### src/rtl/apt_pkg.sv
// Shared widths, result type and entry decoding for the aperture translator.
// Assumes 4 KB pages, 32-bit bus addresses and 40-bit physical addresses.
package apt_pkg;
    localparam int BUS_W   = 32;
    localparam int PA_W    = 40;
    localparam int PG_SH   = 12;
    localparam int ENT_W   = 32;
    localparam int BASE_W  = 15;
    localparam int BASE_SH = 25;
    localparam int ORD_W   = 3;
    localparam int PIDX_W  = BUS_W - PG_SH;

    typedef enum logic [1:0] {
        ST_PASS  = 2'd0,
        ST_XLAT  = 2'd1,
        ST_FAULT = 2'd2
    } apt_status_e;

    typedef struct packed {
        apt_status_e          status;
        logic [PA_W-1:0]      paddr;
    } apt_result_t;

    // Turn a table entry plus page offset into a lookup result.
    function automatic apt_result_t apt_decode(input logic [ENT_W-1:0] ent,
                                               input logic [PG_SH-1:0] ofs);
        apt_result_t r;
        if (ent[0]) begin
            r.status = ST_XLAT;
            r.paddr  = {ent[11:4], ent[31:12], ofs};
        end else begin
            r.status = ST_FAULT;
            r.paddr  = '0;
        end
        return r;
    endfunction
endpackage

### src/rtl/apt_cfg_regs.sv
// Configuration registers and window bounds.
// Holds the base field, the enable bit and the size order, and works out the
// window's low and high bounds. It also works out whether the window is usable:
// the window is off when it would reach 0xFFFFFFFF or when its size is zero.
module apt_cfg_regs
    import apt_pkg::*;
(
    input  logic                clk,
    input  logic                rst_n,
    input  logic                base_we,
    input  logic [BASE_W-1:0]   base_in,
    input  logic                ctrl_we,
    input  logic [ORD_W:0]      ctrl_in,
    output logic                ap_on,
    output logic [BUS_W-1:0]    ap_lo,
    output logic [BUS_W-1:0]    ap_hi
);
    localparam int LIM_W = BASE_W + BASE_SH + 1;
    localparam logic [LIM_W-1:0] CEIL = LIM_W'(33'h0_FFFF_FFFF);

    logic [BASE_W-1:0] base_q;
    logic              en_q;
    logic [ORD_W-1:0]  ord_q;
    logic [LIM_W-1:0]  base_w, size_w, lim_w;
    logic              unused_base_hi;

    // Register the programmed fields.
    always_ff @(posedge clk) begin
        if (!rst_n) begin
            base_q <= '0;
            en_q   <= 1'b0;
            ord_q  <= '0;
        end else begin
            if (base_we) base_q <= base_in;
            if (ctrl_we) begin
                en_q  <= ctrl_in[0];
                ord_q <= ctrl_in[ORD_W:1];
            end
        end
    end

    // Derive the bounds and the usable flag.
    always_comb begin
        base_w = LIM_W'(base_q) << BASE_SH;
        size_w = (LIM_W'(1) << BASE_SH) << ord_q;
        lim_w  = base_w + size_w;
        ap_on  = en_q && (size_w != '0) && (lim_w < CEIL);
        ap_lo  = base_w[BUS_W-1:0];
        ap_hi  = lim_w[BUS_W-1:0];
    end

    assign unused_base_hi = ^base_w[LIM_W-1:BUS_W];
endmodule

### src/rtl/apt_entry_table.sv
// Internal table of translation entries.
// One write port and one synchronous read port. A read issued on one edge
// gives its data after that edge. A write and a read to the same slot on the
// same edge return the old value.
module apt_entry_table #(
    parameter int DEPTH = 64,
    parameter int ENT_W = 32,
    localparam int IDX_W = $clog2(DEPTH)
) (
    input  logic              clk,
    input  logic              wr_en,
    input  logic [IDX_W-1:0]  wr_idx,
    input  logic [ENT_W-1:0]  wr_data,
    input  logic              rd_en,
    input  logic [IDX_W-1:0]  rd_idx,
    output logic [ENT_W-1:0]  rd_data
);
    logic [ENT_W-1:0] mem [DEPTH];

    // Storage update and registered read.
    always_ff @(posedge clk) begin
        if (wr_en) mem[wr_idx] <= wr_data;
        if (rd_en) rd_data <= mem[rd_idx];
    end
endmodule

### src/rtl/apt_xlate_cache.sv
// One-entry translation cache with deferred flush.
// A flush while idle clears the entry at once. A flush while busy is held as
// pending and is applied on the cycle the in-flight lookup completes, after
// any fill from that lookup.
module apt_xlate_cache #(
    parameter int TAG_W = 20,
    parameter int ENT_W = 32
) (
    input  logic              clk,
    input  logic              rst_n,
    input  logic              flush,
    input  logic              idle,
    input  logic              done_now,
    input  logic              fill_en,
    input  logic [TAG_W-1:0]  fill_tag,
    input  logic [ENT_W-1:0]  fill_ent,
    output logic              vld,
    output logic [TAG_W-1:0]  tag,
    output logic [ENT_W-1:0]  ent
);
    logic pend_q;
    logic kill;

    assign kill = done_now && (pend_q || flush);

    // Track a flush that arrived during a lookup.
    always_ff @(posedge clk) begin
        if (!rst_n)                pend_q <= 1'b0;
        else if (done_now)         pend_q <= 1'b0;
        else if (flush && !idle)   pend_q <= 1'b1;
    end

    // Valid bit: flush or deferred flush wins over a fill.
    always_ff @(posedge clk) begin
        if (!rst_n)                vld <= 1'b0;
        else if (flush && idle)    vld <= 1'b0;
        else if (kill)             vld <= 1'b0;
        else if (fill_en)          vld <= 1'b1;
    end

    // Tag and entry payload.
    always_ff @(posedge clk) begin
        if (!rst_n) begin
            tag <= '0;
            ent <= '0;
        end else if (fill_en) begin
            tag <= fill_tag;
            ent <= fill_ent;
        end
    end
endmodule

### src/rtl/apt_translator.sv
// Aperture remapping address translator, top level.
// Accepts one lookup at a time. It captures the address, classifies it
// against the window, and then answers from the cache or reads the table.
// Assumes the configuration and the table are stable while a lookup is in flight.
module apt_translator
    import apt_pkg::*;
#(
    parameter int TBL_DEPTH = 64,
    localparam int IDX_W = $clog2(TBL_DEPTH)
) (
    input  logic                clk,
    input  logic                rst_n,
    input  logic                cfg_base_we,
    input  logic [BASE_W-1:0]   cfg_base,
    input  logic                cfg_ctrl_we,
    input  logic [ORD_W:0]      cfg_ctrl,
    input  logic                tbl_we,
    input  logic [IDX_W-1:0]    tbl_idx,
    input  logic [ENT_W-1:0]    tbl_wdata,
    input  logic                flush,
    input  logic                lk_req,
    input  logic [BUS_W-1:0]    lk_addr,
    output logic                lk_ready,
    output logic                lk_done,
    output logic [1:0]          lk_status,
    output logic [PA_W-1:0]     lk_paddr
);
    typedef enum logic [1:0] {S_IDLE, S_CHECK, S_READ} state_e;

    state_e             st;
    logic [BUS_W-1:0]   addr_q;
    logic               ap_on;
    logic [BUS_W-1:0]   ap_lo, ap_hi;
    logic [BUS_W-1:0]   off;
    logic [PIDX_W-1:0]  pidx;
    logic               in_ap, in_tbl, hit;
    logic               rd_en, done_now, fill_en;
    logic [ENT_W-1:0]   mem_q;
    logic               c_vld;
    logic [PIDX_W-1:0]  c_tag;
    logic [ENT_W-1:0]   c_ent;
    apt_result_t        res_hit, res_mem;

    apt_cfg_regs u_cfg (
        .clk(clk), .rst_n(rst_n),
        .base_we(cfg_base_we), .base_in(cfg_base),
        .ctrl_we(cfg_ctrl_we), .ctrl_in(cfg_ctrl),
        .ap_on(ap_on), .ap_lo(ap_lo), .ap_hi(ap_hi)
    );

    apt_entry_table #(.DEPTH(TBL_DEPTH), .ENT_W(ENT_W)) u_tbl (
        .clk(clk),
        .wr_en(tbl_we), .wr_idx(tbl_idx), .wr_data(tbl_wdata),
        .rd_en(rd_en), .rd_idx(pidx[IDX_W-1:0]), .rd_data(mem_q)
    );

    apt_xlate_cache #(.TAG_W(PIDX_W), .ENT_W(ENT_W)) u_cache (
        .clk(clk), .rst_n(rst_n),
        .flush(flush), .idle(st == S_IDLE), .done_now(done_now),
        .fill_en(fill_en), .fill_tag(pidx), .fill_ent(mem_q),
        .vld(c_vld), .tag(c_tag), .ent(c_ent)
    );

    // Classify the captured address against the window and the cache.
    always_comb begin
        off      = addr_q - ap_lo;
        pidx     = off[BUS_W-1:PG_SH];
        in_ap    = ap_on && (addr_q >= ap_lo) && (addr_q < ap_hi);
        in_tbl   = pidx < PIDX_W'(TBL_DEPTH);
        hit      = c_vld && (c_tag == pidx);
        res_hit  = apt_decode(c_ent, off[PG_SH-1:0]);
        res_mem  = apt_decode(mem_q, off[PG_SH-1:0]);
        rd_en    = (st == S_CHECK) && in_ap && in_tbl && !hit;
        fill_en  = (st == S_READ);
        done_now = (st == S_READ) ||
                   ((st == S_CHECK) && !(in_ap && in_tbl && !hit));
    end

    // Lookup sequencer and registered response.
    always_ff @(posedge clk) begin
        if (!rst_n) begin
            st        <= S_IDLE;
            addr_q    <= '0;
            lk_done   <= 1'b0;
            lk_status <= ST_PASS;
            lk_paddr  <= '0;
        end else begin
            lk_done <= 1'b0;
            unique case (st)
                S_IDLE: begin
                    if (lk_req) begin
                        addr_q <= lk_addr;
                        st     <= S_CHECK;
                    end
                end
                S_CHECK: begin
                    if (!in_ap) begin
                        lk_done   <= 1'b1;
                        lk_status <= ST_PASS;
                        lk_paddr  <= PA_W'(addr_q);
                        st        <= S_IDLE;
                    end else if (!in_tbl) begin
                        lk_done   <= 1'b1;
                        lk_status <= ST_FAULT;
                        lk_paddr  <= '0;
                        st        <= S_IDLE;
                    end else if (hit) begin
                        lk_done   <= 1'b1;
                        lk_status <= res_hit.status;
                        lk_paddr  <= res_hit.paddr;
                        st        <= S_IDLE;
                    end else begin
                        st        <= S_READ;
                    end
                end
                S_READ: begin
                    lk_done   <= 1'b1;
                    lk_status <= res_mem.status;
                    lk_paddr  <= res_mem.paddr;
                    st        <= S_IDLE;
                end
                default: st <= S_IDLE;
            endcase
        end
    end

    assign lk_ready = (st == S_IDLE);
endmodule

### config.mk
export PLATFORM = sky130hd
export DESIGN_NAME = apt_translator
export DESIGN_NICKNAME = d
export VERILOG_FILES = /design/src/rtl/apt_pkg.sv /design/src/rtl/apt_cfg_regs.sv /design/src/rtl/apt_entry_table.sv /design/src/rtl/apt_xlate_cache.sv /design/src/rtl/apt_translator.sv
export SDC_FILE = /design/constraint.sdc
export NUM_CORES = 2
export LEC_CHECK = 0
export CAP_MARGIN = 10
export CORE_MARGIN = 2
export CORE_UTILIZATION = 53
export CTS_CLUSTER_DIAMETER = 30
export DETAILED_ROUTE_END_ITERATION = 10
export DONT_BUFFER_PORTS = 1
export GPL_TIMING_DRIVEN = 0
export PLACE_DENSITY = 0.69
export SLEW_MARGIN = 20
export SYNTH_ARGS = -nofsm -noshare
export SYNTH_HDL_FRONTEND = slang
export SYNTH_HIERARCHICAL = 1
export SYNTH_SLANG_ARGS = --single-unit
### constraint.sdc
create_clock -name clk -period 5.1 [get_ports clk]
set_clock_uncertainty 0.15 [all_clocks]
set_input_delay 0.51 -clock clk [delete_from_list [all_inputs] [get_ports clk]]
set_output_delay 0.51 -clock clk [all_outputs]
set_load 0.005 [all_outputs]
==> results.toml <==
[timing]
final_max_slew_viol_count = 0
period_share_pct = 99.9
worst_slew_pin_slew_ns = 1.10
maxSlewHeadroom_pct = 26.7
fmax_ghz = 0.196
final.min_clock_period_ns = 5.10
hold_viol = 0
setup_viol = 0
tns_ns = 0

[synth]
synthCells = 4378
syn_area_mm2 = 0.0827
ys.warnings.count = 6
syn_avg_cell_area_um2 = 18.9

[clocking]
clk_latency_ns = 0.95
cts_tree = "done"
cts.path.max_buffers = 4
numClockSinks = 2032
cts_root_buf = "clkbuf_16"
cts_max_level = 5
cts-buffers-inserted = 390
cts.reportedPaths.clkPinSlew_ns = 0.05

[global_route]
antenna_found_initial = 16
grt_pass1_wl_um = 369000
grt_max_degree = 65
grt_usage_pct = 33.6
grt_pass1_vias = 49100
grt.overflow.total = 0

[detailed_routing]
dr_wl_met2_um = 127000
firstDrtPassIters = 6
num_vias = 49200
dr_wl_met3_um = 31800
drt_iter0_drc = 7566
drc = 0
postRouteAntennaNets = 1
wire_per_inst_um = 36.2
top_layer = "met5"
wl_met1_um = 91700
post_drt_via_cell_ratio = 6.62
totalWireLength_um = 268000

[hold_path]
min-delay-path-class = "in -> reg"
hold_path_depth = 4

[floorplan]
die_w_um = 399
die-height_um = 399
initial_core_util_pct = 53.5
fp-row-count = 144
pin_count = 140
dieArea_mm2 = 0.159
core-area_mm2 = 0.155

[placed_design]
placed_area_mm2 = 0.0885
gp_congestion = 0.938
port_buffers = 0
hpwlAfterDp_um = 166000

[worst_setup_path]
critPathMostFrequentCell = "buf_6"
required_ns = 5.60
crit_path_max_incr_delay_ns = 0.57
crit_path_max_fanout = 10
crit_type = "reg -> reg"
critical_path_depth = 15
crit_buf_inv = 5
cp_cell_sequence = "ha_1 -> buf_2 -> a21oi_1 -> nor2b_2 -> and2_2 -> xnor2_2 -> buf_4 -> buf_6 -> buf_6 -> buf_6 -> mux4_2 -> mux2i_4 -> nand3b_1 -> a31oi_1 -> nor2_1"
cp_slowest_cell = "mux4_2"
worstSetupStartpointType = "flop"
cp_top_family = "buffers and inverters"
crit_arrival_ns = 5.60
r2r_cells = 15
cp-end-kind = "flop"

[run]
maxCapViolations = 0

[layout]
areaGrowthSynthToFinish_pct = 25.9
nets = 5231
finish.utilization_pct = 67.4
design_area_mm2 = 0.104
drive_gt1_share_pct = 32.3

[power_and_ir_drop]
p_leak_nw = 34.7
p_per_area_mw_per_mm2 = 485
vdd_drop_max_uv = 464

[status]
violations = "antenna violations"
outcome = "finished, violations left"
==> registers in the layout, summed over array words and instances (netlist names), 2 cells and up <==
| register | count |
|---|---|
| u_tbl/mem | 1856 |
| lk_paddr | 40 |
| addr_q | 32 |
| u_cache/ent | 29 |
| u_tbl/rd_data | 29 |
| u_cache/tag | 20 |
| u_cfg/base_q | 15 |
| u_cfg/ord_q | 3 |
| lk_status | 2 |
| st | 2 |
==> final timing paths <==
| check | end | slack, ns | start |
|---|---|---|---|
| worst max-delay path | u_tbl/rd_data[18] | 0.004 | addr_q[11] |
| worst min-delay path | addr_q[9] | 0.1 | lk_req |
| worst min register to register | u_cache/pend_q | 0.36 | u_cache/pend_q |
| worst max register to register | u_tbl/rd_data[18] | 0.004 | addr_q[11] |
==> what timing repair did <==
action / CTS / global route
endpoints found under the hold margin: 1967 / 0
hold buffers: 134 / 0
setup endpoints to repair: 104 / 102
pin swaps: 5 / 10
setup buffers: 5 / 5
resized for setup: 209 / 95
==> routing by layer <==
| layer | vias up | global-route usage (%) |
|---|---|---|
| met5 | - | 0 |
| met4 | 8 | 20.4 |
| met3 | 860 | 8.71 |
| met2 | 3792 | 52.7 |
| met1 | 25200 | 42.2 |
| li1 | 19300 | - |
==> area by class of cell <==
| class | count | area, um^2 |
|---|---|---|
| Tap cell | 2044 | 2560 |
| Clock buffer | 435 | 10100 |
| Antenna cell | 15 | 37.5 |
| Sequential cell | 2032 | 59600 |
| Multi-Input combinational cell | 1990 | 22300 |
| Clock inverter | 262 | 2790 |
| Timing Repair Buffer | 249 | 4470 |
| Fill cell | 9533 | 50400 |
| Buffer | 314 | 2100 |
| Inverter | 82 | 308 |
==> cell usage in the layout (no fill, tap or decap), types with 104 or more instances in the layout <==
cell / count
nor2_1: 109
clkbuf_16: 394
dfxtp_1: 139
mux4_2: 490
edfxtp_1: 1885
a21oi_1: 200
mux2i_1: 149
dlygate4sd3_1: 104
nand2_1: 149
buf_4: 131
==> power by group <==
group / internal, mW / switching (mW)
combinational: 2.60 / 4.25
clock: 16.3 / 8.82
sequential: 18.4 / 0.115
total: 37.4 / 13.2
==> per-stage QoR <==
step	power, mW	std cells	setup slack, ns	hold slack, ns
finish	50.6	7423	0.00416	0.0978
global route	51.6	7411	-0.0197	0.118
CTS	50.3	7403	0.00510	0.0406
detailed placement	24.7	6576	-1.30	0.348
global placement	24.5	6471	-1.54	0.329
floorplan	22.4	4427	0.430	0.305
==> worst reg2reg max path: cells and delay by family, from the launching register on <==
| kind | cells | cell delay (ns) |
|---|---|---|
| AOI/OAI and AO/OA | 2 | 0.60 |
| xor gates and xnor gates | 1 | 0.17 |
| and+or+nand+nor | 4 | 0.98 |
| buffers and inverters | 5 | 1.31 |
| muxes | 2 | 0.90 |
| adders and majority gates | 1 | 0.27 |
| DFF | 1 | 0.46 |
(Power assumes the default switching activity.)
